[src/rtl/epdma_pkg.sv]
package epdma_pkg;
  localparam int EP_IDX_W = 4;
  localparam logic [EP_IDX_W-1:0] EP_TOP = {EP_IDX_W{1'b1}};

  typedef enum logic {DIR_OUT = 1'b0, DIR_IN = 1'b1} dir_e;

  // an index may be served by DMA unless it is the lowest or highest one
  function automatic logic idx_dma_ok(input logic [EP_IDX_W-1:0] idx);
    return (idx != '0) && (idx != EP_TOP);
  endfunction

  // request condition for a given direction and buffer state
  function automatic logic want_xfer(input dir_e dir, input logic has_data,
                                     input logic has_space);
    return (dir == DIR_IN) ? has_data : has_space;
  endfunction
endpackage

[src/rtl/epdma_cfg.sv]
module epdma_cfg
  import epdma_pkg::*;
(
  input  logic                clk,
  input  logic                rst_n,
  input  logic                cfg_we_i,
  input  logic [EP_IDX_W-1:0] cfg_idx_i,
  input  logic                cfg_en_i,
  input  logic                cfg_dir_i,
  input  logic                cfg_shared_i,
  input  logic                term_i,
  output logic                load_o,
  output logic                en_q,
  output logic [EP_IDX_W-1:0] idx_q,
  output dir_e                dir_q,
  output logic                shared_q
);
  assign load_o = cfg_we_i && !term_i;

  always_ff @(posedge clk) begin
    if (!rst_n) begin
      en_q     <= 1'b0;
      idx_q    <= '0;
      dir_q    <= DIR_OUT;
      shared_q <= 1'b0;
    end else if (term_i) begin
      en_q <= 1'b0;
    end else if (cfg_we_i) begin
      en_q     <= cfg_en_i && idx_dma_ok(cfg_idx_i);
      idx_q    <= cfg_idx_i;
      dir_q    <= dir_e'(cfg_dir_i);
      shared_q <= cfg_shared_i;
    end
  end
endmodule

[src/rtl/epdma_count.sv]
module epdma_count #(
  parameter int CNT_W = 12
) (
  input  logic             clk,
  input  logic             rst_n,
  input  logic             load_i,
  input  logic [CNT_W-1:0] count_i,
  input  logic             step_i,
  output logic [CNT_W-1:0] cnt_q,
  output logic             last_o
);
  localparam logic [CNT_W-1:0] ONE = CNT_W'(1);

  assign last_o = (cnt_q == ONE);

  always_ff @(posedge clk) begin
    if (!rst_n)      cnt_q <= '0;
    else if (load_i) cnt_q <= count_i;
    else if (step_i) cnt_q <= cnt_q - ONE;
  end
endmodule

[src/rtl/epdma_route.sv]
module epdma_route (
  input  logic shared_i,
  input  logic req_i,
  output logic ack_o,
  output logic dreq_dev_o,
  input  logic dack_dev_i,
  output logic dreq_shr_o,
  input  logic dack_shr_i,
  input  logic host_dreq_i,
  output logic host_dack_o
);
  always_comb begin
    if (shared_i) begin
      dreq_dev_o  = 1'b0;
      dreq_shr_o  = req_i;
      ack_o       = dack_shr_i;
      host_dack_o = 1'b0;
    end else begin
      dreq_dev_o  = req_i;
      dreq_shr_o  = host_dreq_i;
      ack_o       = dack_dev_i;
      host_dack_o = dack_shr_i;
    end
  end
endmodule

[src/rtl/epdma_ctrl.sv]
module epdma_ctrl
  import epdma_pkg::*;
#(
  parameter int CNT_W  = 12,
  parameter int DATA_W = 8
) (
  input  logic                clk,
  input  logic                rst_n,
  input  logic                cfg_we_i,
  input  logic [EP_IDX_W-1:0] cfg_idx_i,
  input  logic                cfg_en_i,
  input  logic                cfg_dir_i,
  input  logic                cfg_shared_i,
  input  logic [CNT_W-1:0]    cfg_count_i,
  output logic                en_o,
  output logic [EP_IDX_W-1:0] idx_o,
  input  logic                eot_i,
  output logic                dreq_dev_o,
  input  logic                dack_dev_i,
  output logic                dreq_shr_o,
  input  logic                dack_shr_i,
  input  logic                host_dreq_i,
  output logic                host_dack_o,
  input  logic [DATA_W-1:0]   bus_wdata_i,
  output logic [DATA_W-1:0]   bus_rdata_o,
  output logic [EP_IDX_W-1:0] buf_sel_o,
  output logic                buf_wr_o,
  output logic [DATA_W-1:0]   buf_wdata_o,
  output logic                buf_rd_o,
  input  logic [DATA_W-1:0]   buf_rdata_i,
  output logic                buf_clr_o,
  input  logic                buf_has_data_i,
  input  logic                buf_has_space_i
);
  // named internal events, observed by the bound checker
  logic                en_q, shared_q, load, ack, dev_req, xfer, last, term;
  logic [EP_IDX_W-1:0] idx_q;
  dir_e                dir_q;
  logic [CNT_W-1:0]    cnt_q;
  logic                clr_q;

  epdma_cfg u_cfg (
    .clk(clk), .rst_n(rst_n), .cfg_we_i(cfg_we_i), .cfg_idx_i(cfg_idx_i),
    .cfg_en_i(cfg_en_i), .cfg_dir_i(cfg_dir_i), .cfg_shared_i(cfg_shared_i),
    .term_i(term), .load_o(load), .en_q(en_q), .idx_q(idx_q),
    .dir_q(dir_q), .shared_q(shared_q)
  );

  epdma_count #(.CNT_W(CNT_W)) u_cnt (
    .clk(clk), .rst_n(rst_n), .load_i(load), .count_i(cfg_count_i),
    .step_i(xfer), .cnt_q(cnt_q), .last_o(last)
  );

  epdma_route u_route (
    .shared_i(shared_q), .req_i(dev_req), .ack_o(ack),
    .dreq_dev_o(dreq_dev_o), .dack_dev_i(dack_dev_i),
    .dreq_shr_o(dreq_shr_o), .dack_shr_i(dack_shr_i),
    .host_dreq_i(host_dreq_i), .host_dack_o(host_dack_o)
  );

  assign dev_req = en_q && want_xfer(dir_q, buf_has_data_i, buf_has_space_i);
  assign xfer    = dev_req && ack;
  assign term    = en_q && (eot_i || (xfer && last));

  // clear pulse lands in the cycle the enable reads back low
  always_ff @(posedge clk) begin
    if (!rst_n) clr_q <= 1'b0;
    else        clr_q <= term;
  end

  assign en_o        = en_q;
  assign idx_o       = idx_q;
  assign buf_sel_o   = idx_q;
  assign buf_clr_o   = clr_q;
  assign buf_rd_o    = xfer && (dir_q == DIR_IN);
  assign buf_wr_o    = xfer && (dir_q == DIR_OUT);
  assign buf_wdata_o = bus_wdata_i;
  assign bus_rdata_o = buf_rdata_i;
endmodule

[config.mk]
export PLATFORM = sky130hd
export DESIGN_NAME = epdma_ctrl
export DESIGN_NICKNAME = d
export VERILOG_FILES = /design/src/rtl/epdma_pkg.sv /design/src/rtl/epdma_cfg.sv /design/src/rtl/epdma_count.sv /design/src/rtl/epdma_route.sv /design/src/rtl/epdma_ctrl.sv
export SDC_FILE = /design/constraint.sdc
export NUM_CORES = 1
export LEC_CHECK = 0
export BUFFER_PORTS_ARGS = -buffer_cell sky130_fd_sc_hd__buf_2
export CAP_MARGIN = 20
export CORE_UTILIZATION = 40
export CTS_CLUSTER_SIZE = 24
export DETAILED_ROUTE_END_ITERATION = 16
export HOLD_SLACK_MARGIN = 0.05
export PLACE_DENSITY = 0.75
export SLEW_MARGIN = 20
export SYNTH_ARGS = -nofsm -noshare
export SYNTH_HDL_FRONTEND = slang
export SYNTH_SLANG_ARGS = --single-unit
[constraint.sdc]
create_clock -name clk -period 3.3 [get_ports clk]
set_input_delay 0.66 -clock clk [delete_from_list [all_inputs] [get_ports clk]]
set_output_delay 0.66 -clock clk [all_outputs]
set_load 0.005 [all_outputs]
==> results of run 1 <==
[cell type report]
type | instances | area share, %
flip-flops and latches | 20 | 31.2
clock buffers | 3 | 1.75
multi-input cells | 87 | 46.0
well taps | 31 | 3.02
repair buffers | 42 | 16.4
inverters | 6 | 1.75
[cell usage after synthesis (all sizes together)]
cell	number
a211oi	3
a41o	1
o22ai	1
xor2	8
xnor2	3
a21oi	8
mux2	2
nand4b	2
buf	24
nor3b	1
mux2i	8
a31oi	1
clkbuf	3
nor4b	1
and4	1
inv	6
o211a	1
nand3	6
ha	2
nor3	2
nand2	4
nand3b	1
o21ai	9
dfxtp	20
nor2b	1
nor4	3
nor2	15
and2b	1
nand4	2
[registers in the layout, indices dropped and copies added, names as in the netlist]
register and count:
buf_clr_o 1, u_cfg.dir_q 1, u_cfg.en_q 1, u_cfg.idx_q 4, u_cfg.shared_q 1, u_cnt.cnt_q 12
[cells by family after synthesis]
kind of cell | share of synthesized area [%]
compound gates | 12.4
xor+xnor | 7.94
fa+ha+maj | 2.06
buf+inv | 18.3
flops | 33.0
mux | 9.07
simple gates | 17.2
[worst register-to-register path, stage by stage, from the launching register on]
cell	delay, ps
dfxtp_1	350
nor4_1	360
nor2b_1	320
a41o_1	920
mux2i_1	270
nor2_1	60
[metal layers]
metal | vias to the layer above | wire length [µm]
li1 | 500 | -
met1 | 436 | 1060
met2 | 39 | 1060
met3 | 11 | 164
met4 | 0 | 74
met5 | - | 0
[stage by stage]
step	worst slack [ps]	utilization [%]
final	898	45.8
after global routing	656	45.8
after CTS	891	45.8
after detailed placement	746	45.0
after global placement	825	45.0
after floorplan	1350	-
[path summary, 6_finish.rpt]
path | endpoint | slack (ps) | cells after the start
worst max register to register | u_cfg.idx_q[3] | 900 | 5
worst min-delay path | u_cfg.idx_q[2] | 550 | 2
worst max-delay path | u_cfg.idx_q[3] | 900 | 5
worst min register to register | u_cfg.idx_q[2] | 550 | 2
[power by group through the flow]
stage	Sequential, mW	Combinational, mW	Clock (mW)
finish	0.275	0.0976	0.120
global route	0.278	0.110	0.132
CTS	0.275	0.0988	0.123
detailed placement	0.280	0.0986	0
global placement	0.279	0.0955	0
floorplan	0.276	0.0867	0
==> impl_metrics.json, run 1 <==
{
  "yosysSeqAreaShare_pct": 33.0,
  "gp_congestion": 0.790,
  "via_per_inst": 5.22,
  "drt_wl_total_um": 2350,
  "coreArea_um2": 2810,
  "drtPass1Iterations": 10,
  "finalCriticalPeriod_ps": 2400,
  "p_comb_share_pct": 19.8,
  "fin_crit_sh_pct": 72.8,
  "hold_viol_final": 0,
  "rows": 19,
  "final_cell_mix": "42 x buf_2, 20 x dfxtp_1, 15 x nor2_1, 9 x o21ai_0",
  "synth_nets": 186,
  "cp.arrival_ps": 2600,
  "cts_hold_buf": 0,
  "antenna_found_initial": 0,
  "cts_tree": "yes",
  "vdd_ir_drop_max_mv": 0.209,
  "final_cells": 189,
  "antennaDiodeCount": 0,
  "fillers": 288,
  "multi_input_area_um2": 591,
  "dp_cells": 186,
  "synth_top_cell_by_area": "dfxtp_1",
  "cts_made_buffers": 3,
  "maxSlewHeadroom_pct": 31.1,
  "rr_startpoint": "u_cnt.cnt_q[5]",
  "drc": 6,
  "crit_chain": "nor4_1, nor2b_1, a41o_1, mux2i_1, nor2_1",
  "crit_path_end_kind": "flop",
  "skew_ps": 1.67,
  "drv_cap": 0,
  "path_class": "reg2reg",
  "grt-busiest-layer": "met2",
  "cts-root-buf": "clkbuf_4",
  "path_clk_slew_ps": 110,
  "worstSetupStartpoint": "u_cnt.cnt_q[5]",
  "seq_power_share_pct": 55.9,
  "drive_above_1_share_pct": 31.6,
  "grt_pass1_wl_um": 3730,
  "critPathMaxStageDelay_ps": 920,
  "htree_levels": 1,
  "hp-start": "u_cfg.idx_q[2]",
  "maxSlewViolCount": 0,
  "p_int_uw": 351,
  "vias": 986,
  "met1_usage_pct": 17.4,
  "synth_seq_cells": 20,
  "ys_warn_count": 0,
  "grt_pass1_vias": 904,
  "areaGrowthSynthToFinish_pct": 5.88,
  "synth.distinct_cells": 32,
  "hpwl_um": 1740,
  "use_met2_pct": 24.9,
  "hold_class": "reg2reg",
  "worst_pin_slew_ps": 1030,
  "switching_power_uw": 142,
  "final_common_cell": "buf_2",
  "wire_per_inst_um": 12.4,
  "die_area_um2": 3260,
  "clock_latency_ps": 310,
  "io_buffer_count": 42,
  "crit_slowest_cell": "a41o_1",
  "leakage_nw": 0.601,
  "violations": "DRC",
  "overflow": 0,
  "synthCells": 140,
  "p_sw_share_pct": 28.8,
  "crit_fanout": 29,
  "cts_buffer_depth": 2,
  "synth_area_um2": 1210,
  "ioPinCount": 75,
  "die_h_um": 57.1,
  "start_util_pct": 43.3,
  "fmaxAchievable_ghz": 0.416,
  "postPlaceCellArea_um2": 1260,
  "die_w_um": 57.1,
  "power_density_nw_per_um2": 383,
  "critPathLaunchType": "flop",
  "yosys-top-cells-area": "dfxtp_1 33%, buf_4 12%, mux2i_1 6.6%, xor2_1 5.8%, nor2_1 4.6%",
  "avgSynthCellArea_um2": 8.67,
  "critPathTopFamily": "compound AO/OA/AOI/OAI gates",
  "rsz0062_at_grt": "false",
  "status": "complete, but fails checks",
  "use_met3_pct": 2.72,
  "postLayoutCellArea_um2": 1280,
  "drtIter0Drc": 21,
  "cts_setup_buffers": 0,
  "power_uw": 492,
  "synth.top_cell.area_share_pct": 33.0,
  "grt_usage_pct": 15.0,
  "grt_start_max_net_pins": 30,
  "cp.required_ps": 3490,
  "setup_violations": 0,
  "seqCellArea_um2": 400,
  "worst_hold_slack_ps": 548,
  "tns_ps": 0,
  "clkPwrFrac_pct": 24.3,
  "ctsResizeCount": 0,
  "final_nets": 206,
  "cts_sinks": 20,
  "antenna_left": 0,
  "cp_num_buf_inv": 0
}
No activity file was read; power rests on OpenSTA's default activity.
==> run 2, diff against run 1 <==
--- a/config.mk
+++ b/config.mk
@@ -5,13 +5,14 @@
 export SDC_FILE = /design/constraint.sdc
 export NUM_CORES = 1
 export LEC_CHECK = 0
+export ABC_AREA = 1
 export BUFFER_PORTS_ARGS = -buffer_cell sky130_fd_sc_hd__buf_2
 export CAP_MARGIN = 20
 export CORE_UTILIZATION = 40
 export CTS_CLUSTER_SIZE = 24
 export DETAILED_ROUTE_END_ITERATION = 16
 export HOLD_SLACK_MARGIN = 0.05
-export PLACE_DENSITY = 0.75
+export PLACE_DENSITY = 0.72
 export SLEW_MARGIN = 20
 export SYNTH_ARGS = -nofsm -noshare
 export SYNTH_HDL_FRONTEND = slang
==> constraint.sdc (replaced) <==
create_clock -name clk -period 2.3 [get_ports clk]
set_input_delay 0.46 -clock clk [delete_from_list [all_inputs] [get_ports clk]]
set_output_delay 0.46 -clock clk [all_outputs]
set_load 0.005 [all_outputs]
==> impl_metrics.json, run 2 <==
{
  "status": "completed",
  "cts_buffer_depth": 2,
  "maxSlewHeadroom_pct": 75.2,
  "hold_viol_final": 0,
  "cp.arrival_ps": 1550,
  "htree_levels": 1,
  "synth-main-ff-cell": "dfxtp_1",
  "drtPass1Iterations": 4,
  "synth.top_cell.area_share_pct": 27.9,
  "yosysMostFrequentCell": "nor2_1",
  "rr_startpoint": "u_cnt.cnt_q[1]",
  "hold_end": "u_cfg.shared_q",
  "synthCells": 223,
  "antenna_left": 0,
  "synth_top_cell_by_area": "dfxtp_1",
  "final_common_cell": "nor2_1",
  "drc": 0,
  "wire_per_inst_um": 10.5,
  "fmaxAchievable_ghz": 0.498,
  "grt_pass1_wl_um": 4840,
  "final_nets": 290,
  "rrSetupSlack_ps": 440,
  "synth_enable_flop_cells": 0,
  "synth_seq_cells": 20,
  "final_cell_mix": "48 x nor2_1, 43 x nand2_1, 42 x buf_2, 20 x dfxtp_1, 18 x nand3_1",
  "setup_violations": 0,
  "top_register": "u_cnt.cnt_q",
  "die_w_um": 61.8,
  "hold_class": "in2reg",
  "drtIter0Drc": 61,
  "crit_path_end_kind": "output port",
  "die_h_um": 61.8,
  "synth_top_family_by_area": "simple AND/OR/NAND/NOR gates",
  "power_density_nw_per_um2": 573,
  "maxSlewViolCount": 0,
  "fillers": 367,
  "io_buffer_count": 42,
  "hp-start": "cfg_shared_i",
  "drive_above_1_share_pct": 23.9,
  "synthAdderAreaFrac_pct": 1.75,
  "antenna_found_initial": 0,
  "cts_made_buffers": 3,
  "rsz0062_at_grt": "false",
  "leakage_nw": 0.804,
  "hpwl_um": 2260,
  "overflow": 0,
  "synth_xor_area_share_pct": 3.67,
  "ioPinCount": 75,
  "path_clk_slew_ps": 130,
  "power_uw": 898,
  "avgSynthCellArea_um2": 6.42,
  "finalCriticalPeriod_ps": 2010,
  "drv_cap": 0,
  "synth_simple_gate_area_share_pct": 39.5,
  "critPathLaunchType": "flop",
  "fin_crit_sh_pct": 87.3,
  "tns_ps": 0,
  "layout_top_registers": "u_cnt.cnt_q x12, u_cfg.idx_q x4",
  "cp.required_ps": 1840,
  "antennaDiodeCount": 0,
  "synth_nets": 269,
  "seqCellArea_um2": 400,
  "gp_congestion": 0.893,
  "grt_start_max_net_pins": 28,
  "yosys-top-cells-area": "dfxtp_1 28%, nor2_1 13%, nand2_1 11%, buf_4 10%, nand3_1 6.3%",
  "min_path_cells": 3,
  "clock_latency_ps": 310,
  "synthMuxAreaShare_pct": 0,
  "ys_warn_count": 0,
  "via_per_inst": 4.64,
  "cts-root-buf": "clkbuf_4",
  "rr_endpoint": "u_cnt.cnt_q[4]",
  "largest_reg_flops": 12,
  "coreArea_um2": 3390,
  "synthTopCellsByCount": "48 x nor2_1, 43 x nand2_1, 20 x buf_4, 20 x dfxtp_1",
  "worst_pin_slew_ps": 372,
  "grt_pass1_vias": 1147,
  "r2r_cells": 14,
  "drt_wl_total_um": 3040,
  "cts_sinks": 20,
  "cts_tree": "yes",
  "synth.distinct_cells": 31,
  "skew_ps": 15.4,
  "areaGrowthSynthToFinish_pct": 9.34,
  "crit_fanout": 8,
  "multi_input_area_um2": 759,
  "rows": 21,
  "die_area_um2": 3820,
  "synth_compound_area_share_pct": 8.12,
  "start_util_pct": 42.3,
  "yosysSeqAreaShare_pct": 27.9,
  "synth-async-reset-ratio_pct": 0,
  "vias": 1341,
  "synth_area_um2": 1430,
  "path_class": "reg2out",
  "fin_util_pct": 46.2,
  "vdd_ir_drop_max_mv": 0.155,
  "grt_usage_pct": 17.0
}
==> run 2: cell types whose count changed after synthesis, moves of 3 or more <==
cell | previous run | this run
xor2_1 | 8 | 5
nand3b_1 | 1 | 4
nor2_1 | 15 | 48
nand3_1 | 6 | 18
inv_1 | 6 | 18
mux2i_1 | 8 | 0
nand2_2 | 0 | 3
nand2_1 | 4 | 43
==> run 2: final cells by class <==
cell class	count	area share, %
sequential	20	25.6
tap	46	3.67
timing repair buffer	43	13.9
clock inverter	1	1.92
clock buffer	3	1.44
multi-input combinational	156	48.5
inverter	20	5.03
==> run 2: how the worst max path moves through the flow <==
| stage | start | to | slack, ps |
|---|---|---|---|
| 5_1_grt | u_cfg.dir_q | buf_rd_o | 90 |
| 2_1_floorplan | buf_has_data_i | buf_rd_o | 640 |
| 3_5_place_dp | buf_has_data_i | buf_wr_o | 370 |
| 4_1_cts | u_cfg.en_q | buf_wr_o | 160 |
| 3_3_place_gp | buf_has_data_i | buf_rd_o | 400 |
| 6_report | u_cfg.en_q | buf_wr_o | 290 |
==> run 2: what timing repair did <==
action,4_1_cts,5_1_grt
resized for setup,0,1
setup endpoints to repair,0,2
hold buffers,0,0
buffers inserted,0,1
==> run 2: kinds of logic (layout without fill, tap and decap cells) <==
family	Yosys count	count (layout)
xor+xnor	6	6
fa+ha+maj	2	2
buf+inv	47	67
flops	20	20
simple gates	126	126
compound gates	22	22
==> run 2: metrics by stage <==
stage	cells	cell area, µm²	hold slack, ps	setup WS [ps]
2_1_floorplan	223	1430	462	639
3_3_place_gp	284	1500	483	399
3_5_place_dp	284	1500	478	371
4_1_cts	288	1560	395	155
5_1_grt	289	1570	403	88.3
6_report	289	1570	396	292
==> run 2: critical path, cell delays in order (launching register included) <==
cell,delay (ps)
dfxtp_1,460
nand2_1,150
nor2_4,240
clkinvlp_4,170
nor2_1,100
buf_2,110
==> run 2: report_power, final <==
| group | internal, mW | switching [mW] |
|---|---|---|
| registers | 0.372 | 0.0212 |
| clock network | 0.176 | 0.115 |
| logic | 0.0903 | 0.124 |
| total | 0.638 | 0.259 |
==> run 2: routing by layer <==
metal	share of wire [%]	track usage, %	vias to the layer above
li1	-	-	720
met1	46	21.3	575
met2	47	29.6	44
met3	6.6	3.11	2
met4	0.46	4.76	0
met5	0	0	-
